==> src/rtl/seg_dma_pkg.sv <==
package seg_dma_pkg;
   localparam int unsigned REG_IDX_W = 3;

   localparam logic [REG_IDX_W-1:0] RIX_MODE    = 3'd0;
   localparam logic [REG_IDX_W-1:0] RIX_CTRL    = 3'd1;
   localparam logic [REG_IDX_W-1:0] RIX_CHRST   = 3'd2;
   localparam logic [REG_IDX_W-1:0] RIX_BASE_LO = 3'd3;
   localparam logic [REG_IDX_W-1:0] RIX_BASE_HI = 3'd4;

   localparam int unsigned MODE_DIR_LSB = 16;
   localparam int unsigned MODE_WID_LSB = 4;
   localparam int unsigned MODE_INC_BIT = 0;
   localparam int unsigned CTRL_GO_BIT  = 0;
   localparam int unsigned CHRST_LSB    = 8;
   localparam int unsigned NUM_CH       = 2;

   typedef enum logic [2:0] {
      ST_IDLE,
      ST_FETCH,
      ST_PUSH,
      ST_PULL,
      ST_STORE
   } seg_state_t;

   typedef struct packed {
      logic [1:0] dir;
      logic [1:0] wid;
      logic       inc;
   } seg_mode_t;
endpackage

==> src/rtl/seg_dma_regs.sv <==
module seg_dma_regs
   import seg_dma_pkg::*;
(
   input  logic                 clk,
   input  logic                 rst_n,
   input  logic                 reg_we,
   input  logic [REG_IDX_W-1:0] reg_addr,
   input  logic [31:0]          reg_wdata,
   input  logic                 busy,
   output logic [31:0]          reg_rdata,
   output seg_mode_t            mode,
   output logic [63:0]          base_addr,
   output logic [NUM_CH-1:0]    ch_run,
   output logic                 go
);
   seg_mode_t          mode_q;
   logic [31:0]        lo_q;
   logic [31:0]        hi_q;
   logic [NUM_CH-1:0]  run_q;

   always_ff @(posedge clk or negedge rst_n) begin
      if (!rst_n) begin
         mode_q <= '0;
         lo_q   <= '0;
         hi_q   <= '0;
         run_q  <= '1;
      end else if (reg_we) begin
         case (reg_addr)
            RIX_MODE: begin
               mode_q.dir <= reg_wdata[MODE_DIR_LSB +: 2];
               mode_q.wid <= reg_wdata[MODE_WID_LSB +: 2];
               mode_q.inc <= reg_wdata[MODE_INC_BIT];
            end
            RIX_CHRST:   run_q <= reg_wdata[CHRST_LSB +: NUM_CH];
            RIX_BASE_LO: lo_q  <= reg_wdata;
            RIX_BASE_HI: hi_q  <= reg_wdata;
            default: ;
         endcase
      end
   end

   // go is a strobe only; its readback reflects the running state
   assign go = reg_we && (reg_addr == RIX_CTRL) && reg_wdata[CTRL_GO_BIT];

   always_comb begin
      reg_rdata = '0;
      case (reg_addr)
         RIX_MODE: begin
            reg_rdata[MODE_DIR_LSB +: 2] = mode_q.dir;
            reg_rdata[MODE_WID_LSB +: 2] = mode_q.wid;
            reg_rdata[MODE_INC_BIT]      = mode_q.inc;
         end
         RIX_CTRL:    reg_rdata[CTRL_GO_BIT] = busy;
         RIX_CHRST:   reg_rdata[CHRST_LSB +: NUM_CH] = run_q;
         RIX_BASE_LO: reg_rdata = lo_q;
         RIX_BASE_HI: reg_rdata = hi_q;
         default:     reg_rdata = '0;
      endcase
   end

   assign mode      = mode_q;
   assign base_addr = {hi_q, lo_q};
   assign ch_run    = run_q;
endmodule

==> src/rtl/seg_dma_len.sv <==
module seg_dma_len #(
   parameter int unsigned BSZ_W = 12,
   parameter int unsigned CNT_W = 16,
   localparam int unsigned LEN_W = BSZ_W + CNT_W
) (
   input  logic [BSZ_W-1:0] blk_size,
   input  logic [CNT_W-1:0] blk_count,
   input  logic [1:0]       wid,
   output logic [LEN_W-1:0] beats,
   output logic             empty
);
   logic [LEN_W-1:0] total_bytes;

   assign total_bytes = LEN_W'(blk_size) * LEN_W'(blk_count);
   assign beats       = total_bytes >> wid;
   assign empty       = (beats == '0);
endmodule

==> src/rtl/seg_dma_addr.sv <==
module seg_dma_addr #(
   parameter int unsigned AW = 64
) (
   input  logic          clk,
   input  logic          rst_n,
   input  logic          load,
   input  logic [AW-1:0] base,
   input  logic          inc,
   input  logic [1:0]    wid,
   input  logic          adv,
   output logic [AW-1:0] cur,
   output logic [1:0]    size
);
   logic [AW-1:0] cur_q;
   logic [AW-1:0] step_q;
   logic [1:0]    wid_q;

   always_ff @(posedge clk or negedge rst_n) begin
      if (!rst_n) begin
         cur_q  <= '0;
         step_q <= '0;
         wid_q  <= '0;
      end else if (load) begin
         cur_q  <= base;
         step_q <= inc ? (AW'(1) << wid) : '0;
         wid_q  <= wid;
      end else if (adv) begin
         cur_q  <= cur_q + step_q;
      end
   end

   assign cur  = cur_q;
   assign size = wid_q;
endmodule

==> src/rtl/seg_dma_seq.sv <==
module seg_dma_seq
   import seg_dma_pkg::*;
#(
   parameter int unsigned DW    = 64,
   parameter int unsigned LEN_W = 28
) (
   input  logic             clk,
   input  logic             rst_n,
   input  logic             start,
   input  logic             dir_in,
   input  logic [LEN_W-1:0] beats_in,
   input  logic             abort,
   input  logic             mem_ack,
   input  logic [DW-1:0]    mem_rdata,
   input  logic             tx_ready,
   input  logic             rx_valid,
   input  logic [DW-1:0]    rx_data,
   output logic             busy,
   output logic             act_dir,
   output logic             adv,
   output logic             mem_req,
   output logic             mem_we,
   output logic [DW-1:0]    mem_wdata,
   output logic             tx_valid,
   output logic [DW-1:0]    tx_data,
   output logic             rx_ready,
   output logic             done
);
   seg_state_t       state_q, state_d;
   logic [LEN_W-1:0] left_q, left_d;
   logic [DW-1:0]    hold_q, hold_d;
   logic             dir_q, dir_d;
   logic             done_q, done_d;
   logic             beat_fin;

   always_comb begin
      state_d  = state_q;
      left_d   = left_q;
      hold_d   = hold_q;
      dir_d    = dir_q;
      done_d   = 1'b0;
      beat_fin = 1'b0;
      adv      = 1'b0;
      case (state_q)
         ST_IDLE: begin
            if (start) begin
               dir_d   = dir_in;
               left_d  = beats_in;
               state_d = dir_in ? ST_PULL : ST_FETCH;
            end
         end
         ST_FETCH: begin
            if (mem_ack) begin
               hold_d  = mem_rdata;
               state_d = ST_PUSH;
            end
         end
         ST_PUSH:  beat_fin = tx_ready;
         ST_PULL: begin
            if (rx_valid) begin
               hold_d  = rx_data;
               state_d = ST_STORE;
            end
         end
         ST_STORE: beat_fin = mem_ack;
         default:  state_d = ST_IDLE;
      endcase

      if (beat_fin) begin
         adv    = 1'b1;
         left_d = left_q - LEN_W'(1);
         if (left_q == LEN_W'(1)) begin
            state_d = ST_IDLE;
            done_d  = 1'b1;
         end else begin
            state_d = dir_q ? ST_PULL : ST_FETCH;
         end
      end

      if (abort) begin
         state_d = ST_IDLE;
         done_d  = 1'b0;
         adv     = 1'b0;
      end
   end

   always_ff @(posedge clk or negedge rst_n) begin
      if (!rst_n) begin
         state_q <= ST_IDLE;
         left_q  <= '0;
         hold_q  <= '0;
         dir_q   <= 1'b0;
         done_q  <= 1'b0;
      end else begin
         state_q <= state_d;
         left_q  <= left_d;
         hold_q  <= hold_d;
         dir_q   <= dir_d;
         done_q  <= done_d;
      end
   end

   assign busy      = (state_q != ST_IDLE);
   assign act_dir   = dir_q;
   assign mem_req   = (state_q == ST_FETCH) || (state_q == ST_STORE);
   assign mem_we    = (state_q == ST_STORE);
   assign mem_wdata = hold_q;
   assign tx_valid  = (state_q == ST_PUSH);
   assign tx_data   = hold_q;
   assign rx_ready  = (state_q == ST_PULL);
   assign done      = done_q;
endmodule

==> src/rtl/seg_dma_top.sv <==
module seg_dma_top
   import seg_dma_pkg::*;
#(
   parameter int unsigned DW          = 64,
   parameter int unsigned BSZ_W       = 12,
   parameter int unsigned CNT_W       = 16,
   parameter int unsigned ALIGN_BYTES = 8
) (
   input  logic                 clk,
   input  logic                 rst_n,
   input  logic                 reg_we,
   input  logic [REG_IDX_W-1:0] reg_addr,
   input  logic [31:0]          reg_wdata,
   output logic [31:0]          reg_rdata,
   input  logic [BSZ_W-1:0]     blk_size,
   input  logic [CNT_W-1:0]     blk_count,
   output logic                 mem_req,
   output logic                 mem_we,
   output logic [63:0]          mem_addr,
   output logic [1:0]           mem_size,
   output logic [DW-1:0]        mem_wdata,
   input  logic [DW-1:0]        mem_rdata,
   input  logic                 mem_ack,
   output logic                 tx_valid,
   output logic [DW-1:0]        tx_data,
   input  logic                 tx_ready,
   input  logic                 rx_valid,
   input  logic [DW-1:0]        rx_data,
   output logic                 rx_ready,
   output logic                 done
);
   localparam int unsigned LEN_W     = BSZ_W + CNT_W;
   localparam int unsigned ALIGN_LSB = $clog2(ALIGN_BYTES);

   if (DW != 64) begin : g_bad_dw
      $error("seg_dma_top: beat data path must be 64 bits wide");
   end
   if (ALIGN_LSB == 0 || ALIGN_BYTES != (1 << ALIGN_LSB)) begin : g_bad_align
      $error("seg_dma_top: ALIGN_BYTES must be a power of two above 1");
   end
   if (BSZ_W < 4 || CNT_W < 1) begin : g_bad_len
      $error("seg_dma_top: block size or count field too narrow");
   end

   seg_mode_t          mode;
   logic [63:0]        base_addr;
   logic [NUM_CH-1:0]  ch_run;
   logic               go;
   logic               busy;
   logic               act_dir;
   logic               adv;
   logic [LEN_W-1:0]   beats;
   logic               len_empty;
   logic               accept;
   logic               abort;
   logic [NUM_CH-1:0]  ch_kill;

   seg_dma_regs u_regs (
      .clk       (clk),
      .rst_n     (rst_n),
      .reg_we    (reg_we),
      .reg_addr  (reg_addr),
      .reg_wdata (reg_wdata),
      .busy      (busy),
      .reg_rdata (reg_rdata),
      .mode      (mode),
      .base_addr (base_addr),
      .ch_run    (ch_run),
      .go        (go)
   );

   seg_dma_len #(.BSZ_W(BSZ_W), .CNT_W(CNT_W)) u_len (
      .blk_size  (blk_size),
      .blk_count (blk_count),
      .wid       (mode.wid),
      .beats     (beats),
      .empty     (len_empty)
   );

   // a go is taken only when idle, for a defined direction whose channel
   // is released, on an aligned base and a non-empty length
   assign accept = go && !busy && (mode.dir[1] == 1'b0) && ch_run[mode.dir[0]]
                   && (base_addr[ALIGN_LSB-1:0] == '0) && !len_empty;

   for (genvar c = 0; c < NUM_CH; c++) begin : g_ch
      assign ch_kill[c] = busy && !ch_run[c] && (int'(act_dir) == c);
   end
   assign abort = |ch_kill;

   seg_dma_addr #(.AW(64)) u_addr (
      .clk   (clk),
      .rst_n (rst_n),
      .load  (accept),
      .base  (base_addr),
      .inc   (mode.inc),
      .wid   (mode.wid),
      .adv   (adv),
      .cur   (mem_addr),
      .size  (mem_size)
   );

   seg_dma_seq #(.DW(DW), .LEN_W(LEN_W)) u_seq (
      .clk       (clk),
      .rst_n     (rst_n),
      .start     (accept),
      .dir_in    (mode.dir[0]),
      .beats_in  (beats),
      .abort     (abort),
      .mem_ack   (mem_ack),
      .mem_rdata (mem_rdata),
      .tx_ready  (tx_ready),
      .rx_valid  (rx_valid),
      .rx_data   (rx_data),
      .busy      (busy),
      .act_dir   (act_dir),
      .adv       (adv),
      .mem_req   (mem_req),
      .mem_we    (mem_we),
      .mem_wdata (mem_wdata),
      .tx_valid  (tx_valid),
      .tx_data   (tx_data),
      .rx_ready  (rx_ready),
      .done      (done)
   );
endmodule

==> config.mk <==
export PLATFORM = sky130hd
export DESIGN_NAME = seg_dma_top
export DESIGN_NICKNAME = d
export VERILOG_FILES = /design/src/rtl/seg_dma_pkg.sv /design/src/rtl/seg_dma_regs.sv /design/src/rtl/seg_dma_len.sv /design/src/rtl/seg_dma_addr.sv /design/src/rtl/seg_dma_seq.sv /design/src/rtl/seg_dma_top.sv
export SDC_FILE = /design/constraint.sdc
export NUM_CORES = 1
export LEC_CHECK = 0
export BUFFER_PORTS_ARGS = -buffer_cell sky130_fd_sc_hd__buf_2
export CAP_MARGIN = 20
export CORE_MARGIN = 2
export CORE_UTILIZATION = 60
export CTS_CLUSTER_SIZE = 20
export DETAILED_ROUTE_END_ITERATION = 10
export HOLD_SLACK_MARGIN = 0.06
export PLACE_DENSITY = 0.87
export SLEW_MARGIN = 20
export SYNTH_ARGS = -nofsm -noshare
export SYNTH_HDL_FRONTEND = slang
export SYNTH_SLANG_ARGS = --single-unit
==> constraint.sdc <==
create_clock -name clk -period 7.9 [get_ports clk]
set_input_delay 2.37 -clock clk [delete_from_list [all_inputs] [get_ports clk]]
set_output_delay 2.37 -clock clk [all_outputs]
set_load 0.05 [all_outputs]
# Yosys cells after proc, flatten, opt, wreduce, memory -nomap -nowiden
# Cells that the tools add are included.
# W data, S select, Z words.
# totals
regBits	298
latchBits	0
mem_bits_rw	0
romBits	0
in_bits	197
output_inout_bits	231
word_cells	106
memories	0
# classes
addsub	2
n_mul	1
div_mod_pow	0
order_cmp	1
n_eq_ne	15
shifts	2
mux	34
bitwise_logic	2
reduce_logical	35
# op_table
cell	count
$mux W64	5
$pmux W64 S2	1
$mux W28	3
$add A64 B64 Y64	1
$shl A1 B2 Y64 const A	1
$eq A28 B1 Y1 const B	1
$logic_not A28 Y1	1
$mul A12 B16 Y28	1
$pmux W14 S2	1
$shr A28 B2 Y28	1
$sub A28 B1 Y28 const B	1
$mux W3	6
$pmux W2 S3	3
$eq A3 B2 Y1 const B	4
$pmux W3 S4	1
$pmux W6 S2	1
$reduce_and A2 Y1	6
$logic_and A1 B1 Y1	11
$logic_not A3 Y1	3
$ne A4 B3 Y1 const B	2
$reduce_bool A2 Y1	4
$mux W1	7
$eq A3 B1 Y1 const B	2
$eq A3 B3 Y1 const B	2
16 further kinds	23

# Longest topological paths before layout
# logic_depth
word_depth	12
mapped_depth	27
mapped_depth_nobuf	23

# Modules after synthesis
# A second synthesis with hierarchy kept.
# hier_totals
hier_cells	2300
area_unflattened_um2	20205.6
# modules_own_cells
module	n_inst	cells_per_inst	area_per_inst_um2	seq_area_each_um2
seg_dma_len	1	958	7488.4	0.0
seg_dma_seq	1	637	5352.6	2427.3
seg_dma_addr	1	484	4202.8	1751.7
seg_dma_regs	1	215	3111.7	1779.2
seg_dma_top	1	6	50.0	0.0

# Least setup slack after synthesis
# Ideal clock, no wire load.
# synth_timing
kind	input-to-reg
start	input blk_size[11]
end	register u_addr.cur_q[39] (netlist: u_addr.cur[39])
setup_ns	0.126
t_arrival_ns	8.543
t_required_ns	7.774
slack_ns	-0.769
stages	23
n_path_buf	5
cell_sequence	clkbuf_1 -> nand2_1 -> fa_1 -> fa_1 -> fa_1 -> fa_1 -> fa_1 -> inv_1 -> ha_1 -> buf_6 -> and4_4 -> buf_6 -> and3_1 -> a21boi_4 -> or3_4 -> a31oi_1 -> o31ai_1 -> a2111oi_2 -> nand4bb_2 -> o31a_1 -> buf_6 -> buf_6 -> a221o_1
# synth_via
elab_chain_len	6
word_cells_on_any_way	7
classes_between	1 x mul; 1 x shift; 1 x mux; 4 x reduce/logical
# synth_lines
item	line	text
start: declaration	seg_dma_top.sv:15	input logic [BSZ_W-1:0] blk_size,
$mul A12 B16 Y28 *	seg_dma_len.sv:14	assign total_bytes = LEN_W'(blk_size) * LEN_W'(blk_count);
$shr A28 B2 Y28 *	seg_dma_len.sv:15	assign beats = total_bytes >> wid;
$logic_not A28 Y1 *	seg_dma_len.sv:16	assign empty = (beats == '0);
$logic_not A1 Y1 *	seg_dma_top.sv:83	&& (base_addr[ALIGN_LSB-1:0] == '0) && !len_empty;
$logic_and A1 B1 Y1 *	seg_dma_top.sv:83	
$mux W64 or $reduce_bool A2 Y1 (tied branches)	--	
end signal: assignment	seg_dma_addr.sv:24	cur_q <= base;
end signal: assignment	seg_dma_addr.sv:28	cur_q <= cur_q + step_q;
end: declaration	seg_dma_addr.sv:14	logic [AW-1:0] cur_q;
# Mark *: on every way between the ends. The rest lies on a longest branch, timed or not.
# A chain may end at the register's enable or synchronous reset.

# Final worst setup path
# layout_timing
start	input blk_count[15]
end	register u_addr.cur_q[34] (netlist: u_addr.cur[34])
# layout_via
elab_chain_len	6
word_cells_on_any_way	7
classes_between	1 x mul; 1 x shift; 1 x mux; 4 x reduce/logical
# layout_lines
item	line	text
start: declaration	seg_dma_top.sv:16	input logic [CNT_W-1:0] blk_count,
$mul A12 B16 Y28 *	seg_dma_len.sv:14	
$shr A28 B2 Y28 *	seg_dma_len.sv:15	
$logic_not A28 Y1 *	seg_dma_len.sv:16	
$logic_not A1 Y1 *	seg_dma_top.sv:83	
$logic_and A1 B1 Y1 *	seg_dma_top.sv:83	
$mux W64 or $reduce_bool A2 Y1 (tied branches)	--	
# Marked as above.

==> impl_summary.md <==
Timing
Setup repair after global routing could not meet its margin everywhere. The final worst slack is -0.433 ns. The final count of negative-setup-slack endpoints is 101.

The number of hold-slack violations in the final timing report is 0. The slew at the pin closest to its max-slew limit is 1.12 ns. The fmax is 120 MHz.

The final critical-path share of the clock period is 105%. On the final layout, the worst clock skew is 0.0293 ns. Setup total negative slack on the finished layout was measured at -31.10 ns. The final hold slack is 0.493 ns. The worst-case headroom to the max-slew limit is 25.6%. Subtracting the final worst setup slack from the clock period gives 8.33 ns. The number of slew-limit violations in the final report is 0.

GRT
The number of antenna violations at the first check in global routing came to 5. The wire length of the first global-routing pass is 111 mm. Entering global routing, the biggest net connects 129 pins. Across every metal layer, demand over resource in global routing totals 39.5%. The total overflow left after global routing is 0. The via count of the first global-routing pass came to 20.6k.

Run
The max-cap check violation count is 0.

CTS
Buffers inserted to repair hold after CTS numbered 0. The clock passes through at most 3 buffers. Clock tree synthesis inserted a total of 25 buffers.

CTS built an H-tree with a depth of 1. The clock tree from TritonCTS is done. The clock transition time at the flip-flop clock pins of the worst setup and hold paths is 0.06 ns. Clock tree synthesis selected as its root buffer the cell sky130_fd_sc_hd__clkbuf_16. At the later pin of the worst-skew pair, clock insertion delay measures 0.54 ns. The total clock sinks is 238.

Route
The first routing iteration left 2,511 violations. Dividing the detail-routed via count by the number of cells gives 6.48. Signal routing reaches up to met5. The number of routed nets with antenna violations is 0. For this run, the detailed router's first-pass iteration total came to 6. The detailed-route wire length per cell is 23.6 um. In the routed design, unresolved DRC markers number 0.

The post-detailed-routing wire length is 78.1 mm. Detailed routing placed a total of 9.71 mm of wire on met3. The met2 layer wire length in the routed design is 35.8 mm. For this block, wires on met1 add up to 27.3 mm. The detailed-route via count is 21.5k.

Worst hold path
The capture endpoint of the worst hold path is u_addr.size[1]$_DFFE_PN0P_. The worst hold path begins at u_addr.size[1]$_DFFE_PN0P_. Along the worst hold path, the cell count comes to 2. The class of the most critical hold timing path is flop to flop.

Synth
For this run, asynchronously set or reset flops after synthesis account for 100%. The number of enable flip-flop cells after synthesis is 0. The mean area per synthesized cell is 8.92 um2. The number of synthesis warnings is 0. Counting every instance in the synthesized netlist gives 2,294. The netlist area before placement is 0.0205 mm2. Among all flip-flop cells after synthesis, the most frequent one is sky130_fd_sc_hd__dfrtp_1. The number of synthesized register bits is 238. The distinct cell type count of the synthesized netlist is 91.

After synthesis, flip-flops and latches occupy 29.1% of the total area. The post-synth net total is 2,704.

Final layout
The library cell used most frequently in the layout, excluding fill and tap cells, is sky130_fd_sc_hd__buf_2. Leaving out fill and tap cells, the most frequent cells in the layout are sky130_fd_sc_hd__buf_2, sky130_fd_sc_hd__nand2_1, sky130_fd_sc_hd__buf_4. The count of non-filler cells in the finished layout is 3,311. The final net count is 3,253. Cells with a size suffix above 1 make up 37.8% of the layout. Compared with the post-synthesis result, the final layout area differs by 34.0%.

Critical path
The arrival time at the worst endpoint is 8.79 ns. Along the worst path, the maximum fanout reaches 5. In this run the critical register-to-register path is captured at u_addr.cur[63]$_DFFE_PN0P_.

The worst setup path is captured at a flop. Setup slack on the worst reg-to-reg path comes out at 3.71 ns. The startpoint type of the worst setup path is an input port.

The startpoint identified for the worst register-to-register timing path is u_addr.cur[9]$_DFFE_PN0P_. Counting cells, the worst reg-to-reg path comes to 10. The worst setup path is of the input port to flop kind. The critical path data required time is 8.35 ns.

Die
The number of core rows is 67. The initial utilization of the core area, before any placement, comes to 61.0%. The area of the die is 0.0356 mm2. The height of the chip is 189 um. The core box area is 0.0335 mm2.

The number of primary I/O pins is 428. The die width is 189 um.

Status
The final reports fail on negative setup slack. The flow ran to the end, but the final reports show violations.

Placement
The placer congestion estimate is 0.964. The instance count after placement with tap cells included is 3,202. Buffers placed on the I/O ports in this run total 427. Detailed placement finished with a half-perimeter wire length of 52.4 mm.
synth_stat cells, types with 29 or more instances:
| cell | number | share of area, % |
|---|---|---|
| sky130_fd_sc_hd__nand3_1 | 67 | 1.6 |
| sky130_fd_sc_hd__mux2_2 | 70 | 3.9 |
| sky130_fd_sc_hd__and2_1 | 110 | 3.4 |
| sky130_fd_sc_hd__nor3_1 | 60 | 1.5 |
| sky130_fd_sc_hd__nand4_1 | 29 | 0.89 |
| sky130_fd_sc_hd__inv_1 | 168 | 3.1 |
| sky130_fd_sc_hd__o21ai_0 | 160 | 3.9 |
| sky130_fd_sc_hd__ha_1 | 72 | 4.4 |
| sky130_fd_sc_hd__mux2i_1 | 83 | 4.1 |
| sky130_fd_sc_hd__a21oi_1 | 92 | 2.3 |
| sky130_fd_sc_hd__nor2_1 | 113 | 2.1 |
| sky130_fd_sc_hd__dfrtp_1 | 236 | 29 |
| sky130_fd_sc_hd__buf_4 | 65 | 2.4 |
| sky130_fd_sc_hd__clkbuf_1 | 102 | 1.9 |
| sky130_fd_sc_hd__nand2_1 | 306 | 5.6 |
| sky130_fd_sc_hd__fa_1 | 141 | 14 |
| sky130_fd_sc_hd__a21o_1 | 30 | 1.1 |
area by class of cell:
type	count	area (um2)
Sequential cell	238	5960
Timing Repair Buffer	719	5100
Antenna cell	2	5.00
Multi-Input combinational cell	1691	14300
Clock inverter	8	119
Tap cell	448	561
Fill cell	1922	6120
Inverter	168	631
Clock buffer	37	701
through the flow:
step / cell area [um2] / setup slack (ns) / util, %
after floorplan: 21000 / -0.291 / -
after global placement: 24300 / -1.03 / 72.5
after detailed placement: 24300 / -1.24 / 72.5
after CTS: 26200 / -0.0311 / 78.1
after global routing: 27400 / -0.592 / 81.7
final: 27400 / -0.433 / 81.7
registers in the layout, summed over array words and instances, names as in the netlist, 2 cells and up:
signal	cells
u_seq.state_q	3
u_regs.lo_q	32
u_addr.size	2
u_seq.mem_wdata	64
u_regs.mode	5
u_regs.hi_q	32
u_seq.left_q	28
u_addr.cur	64
u_addr.step_q	4
u_regs.ch_run	2
worst max path at each step:
stage | startpoint | end | slack [ns]
floorplan | blk_count[8] | u_addr.cur[39]$_DFFE_PN0P_ | -0.29
global placement | blk_size[3] | u_addr.cur[37]$_DFFE_PN0P_ | -1.03
detailed placement | blk_size[3] | u_addr.cur[37]$_DFFE_PN0P_ | -1.24
CTS | blk_size[5] | u_addr.cur[16]$_DFFE_PN0P_ | -0.03
global route | blk_count[15] | u_addr.cur[34]$_DFFE_PN0P_ | -0.59
finish | blk_count[15] | u_addr.cur[34]$_DFFE_PN0P_ | -0.43
metal layers:
| layer | GRT usage, % | up-vias |
|---|---|---|
| li1 | - | 9008 |
| met1 | 51.4 | 10300 |
| met2 | 64.7 | 1674 |
| met3 | 8.33 | 452 |
| met4 | 15.5 | 6 |
| met5 | 0 | - |
logic make-up (layout without fill, tap and decap cells):
logic type                 after synthesis  count (layout)  synth area share [%]
DFF                                    238             238                  29.1
other                                    0               2                     0
and+or+nand+nor                        807             807                  19.3
adders and majority gates              213             213                  18.2
muxes                                  154             154                  8.02
AOI/OAI and AO/OA                      489             489                  16.0
buffers and inverters                  365             932                  8.14
xor gates and xnor gates                28              28                  1.20
worst max-delay path, stage by stage:
cell,delay [ns]
sky130_fd_sc_hd__buf_2,0.13
sky130_fd_sc_hd__and2_1,0.23
sky130_fd_sc_hd__fa_1,0.65
sky130_fd_sc_hd__inv_2,0.07
sky130_fd_sc_hd__fa_1,0.51
sky130_fd_sc_hd__fa_1,0.57
sky130_fd_sc_hd__fa_1,0.44
sky130_fd_sc_hd__fa_1,0.53
sky130_fd_sc_hd__inv_2,0.05
sky130_fd_sc_hd__ha_4,0.28
sky130_fd_sc_hd__buf_8,0.12
sky130_fd_sc_hd__and4_4,0.24
sky130_fd_sc_hd__buf_6,0.10
sky130_fd_sc_hd__nand2_2,0.06
sky130_fd_sc_hd__buf_6,0.12
sky130_fd_sc_hd__a211oi_2,0.22
sky130_fd_sc_hd__a311oi_2,0.12
sky130_fd_sc_hd__buf_4,0.19
sky130_fd_sc_hd__o311ai_4,0.28
sky130_fd_sc_hd__buf_4,0.17
sky130_fd_sc_hd__nand4_1,0.15
sky130_fd_sc_hd__buf_4,0.21
sky130_fd_sc_hd__o31ai_4,0.37
sky130_fd_sc_hd__buf_6,0.22
sky130_fd_sc_hd__clkbuf_16,0.18
sky130_fd_sc_hd__nand3_2,0.09
sky130_fd_sc_hd__o211ai_1,0.11
timing repair:
item / 4_1_cts / 5_1_grt
hold endpoints to repair: 0 / 0
pin swaps: 75 / 99
gates resized for setup: 169 / 208
cloned: 5 / 7
buffers inserted: 23 / 31
endpoints found under the setup margin: 101 / 101
Power is left out: the tool's default activity adds up to more than one toggle a clock period on the data nets, which glitch-free logic cannot reach.
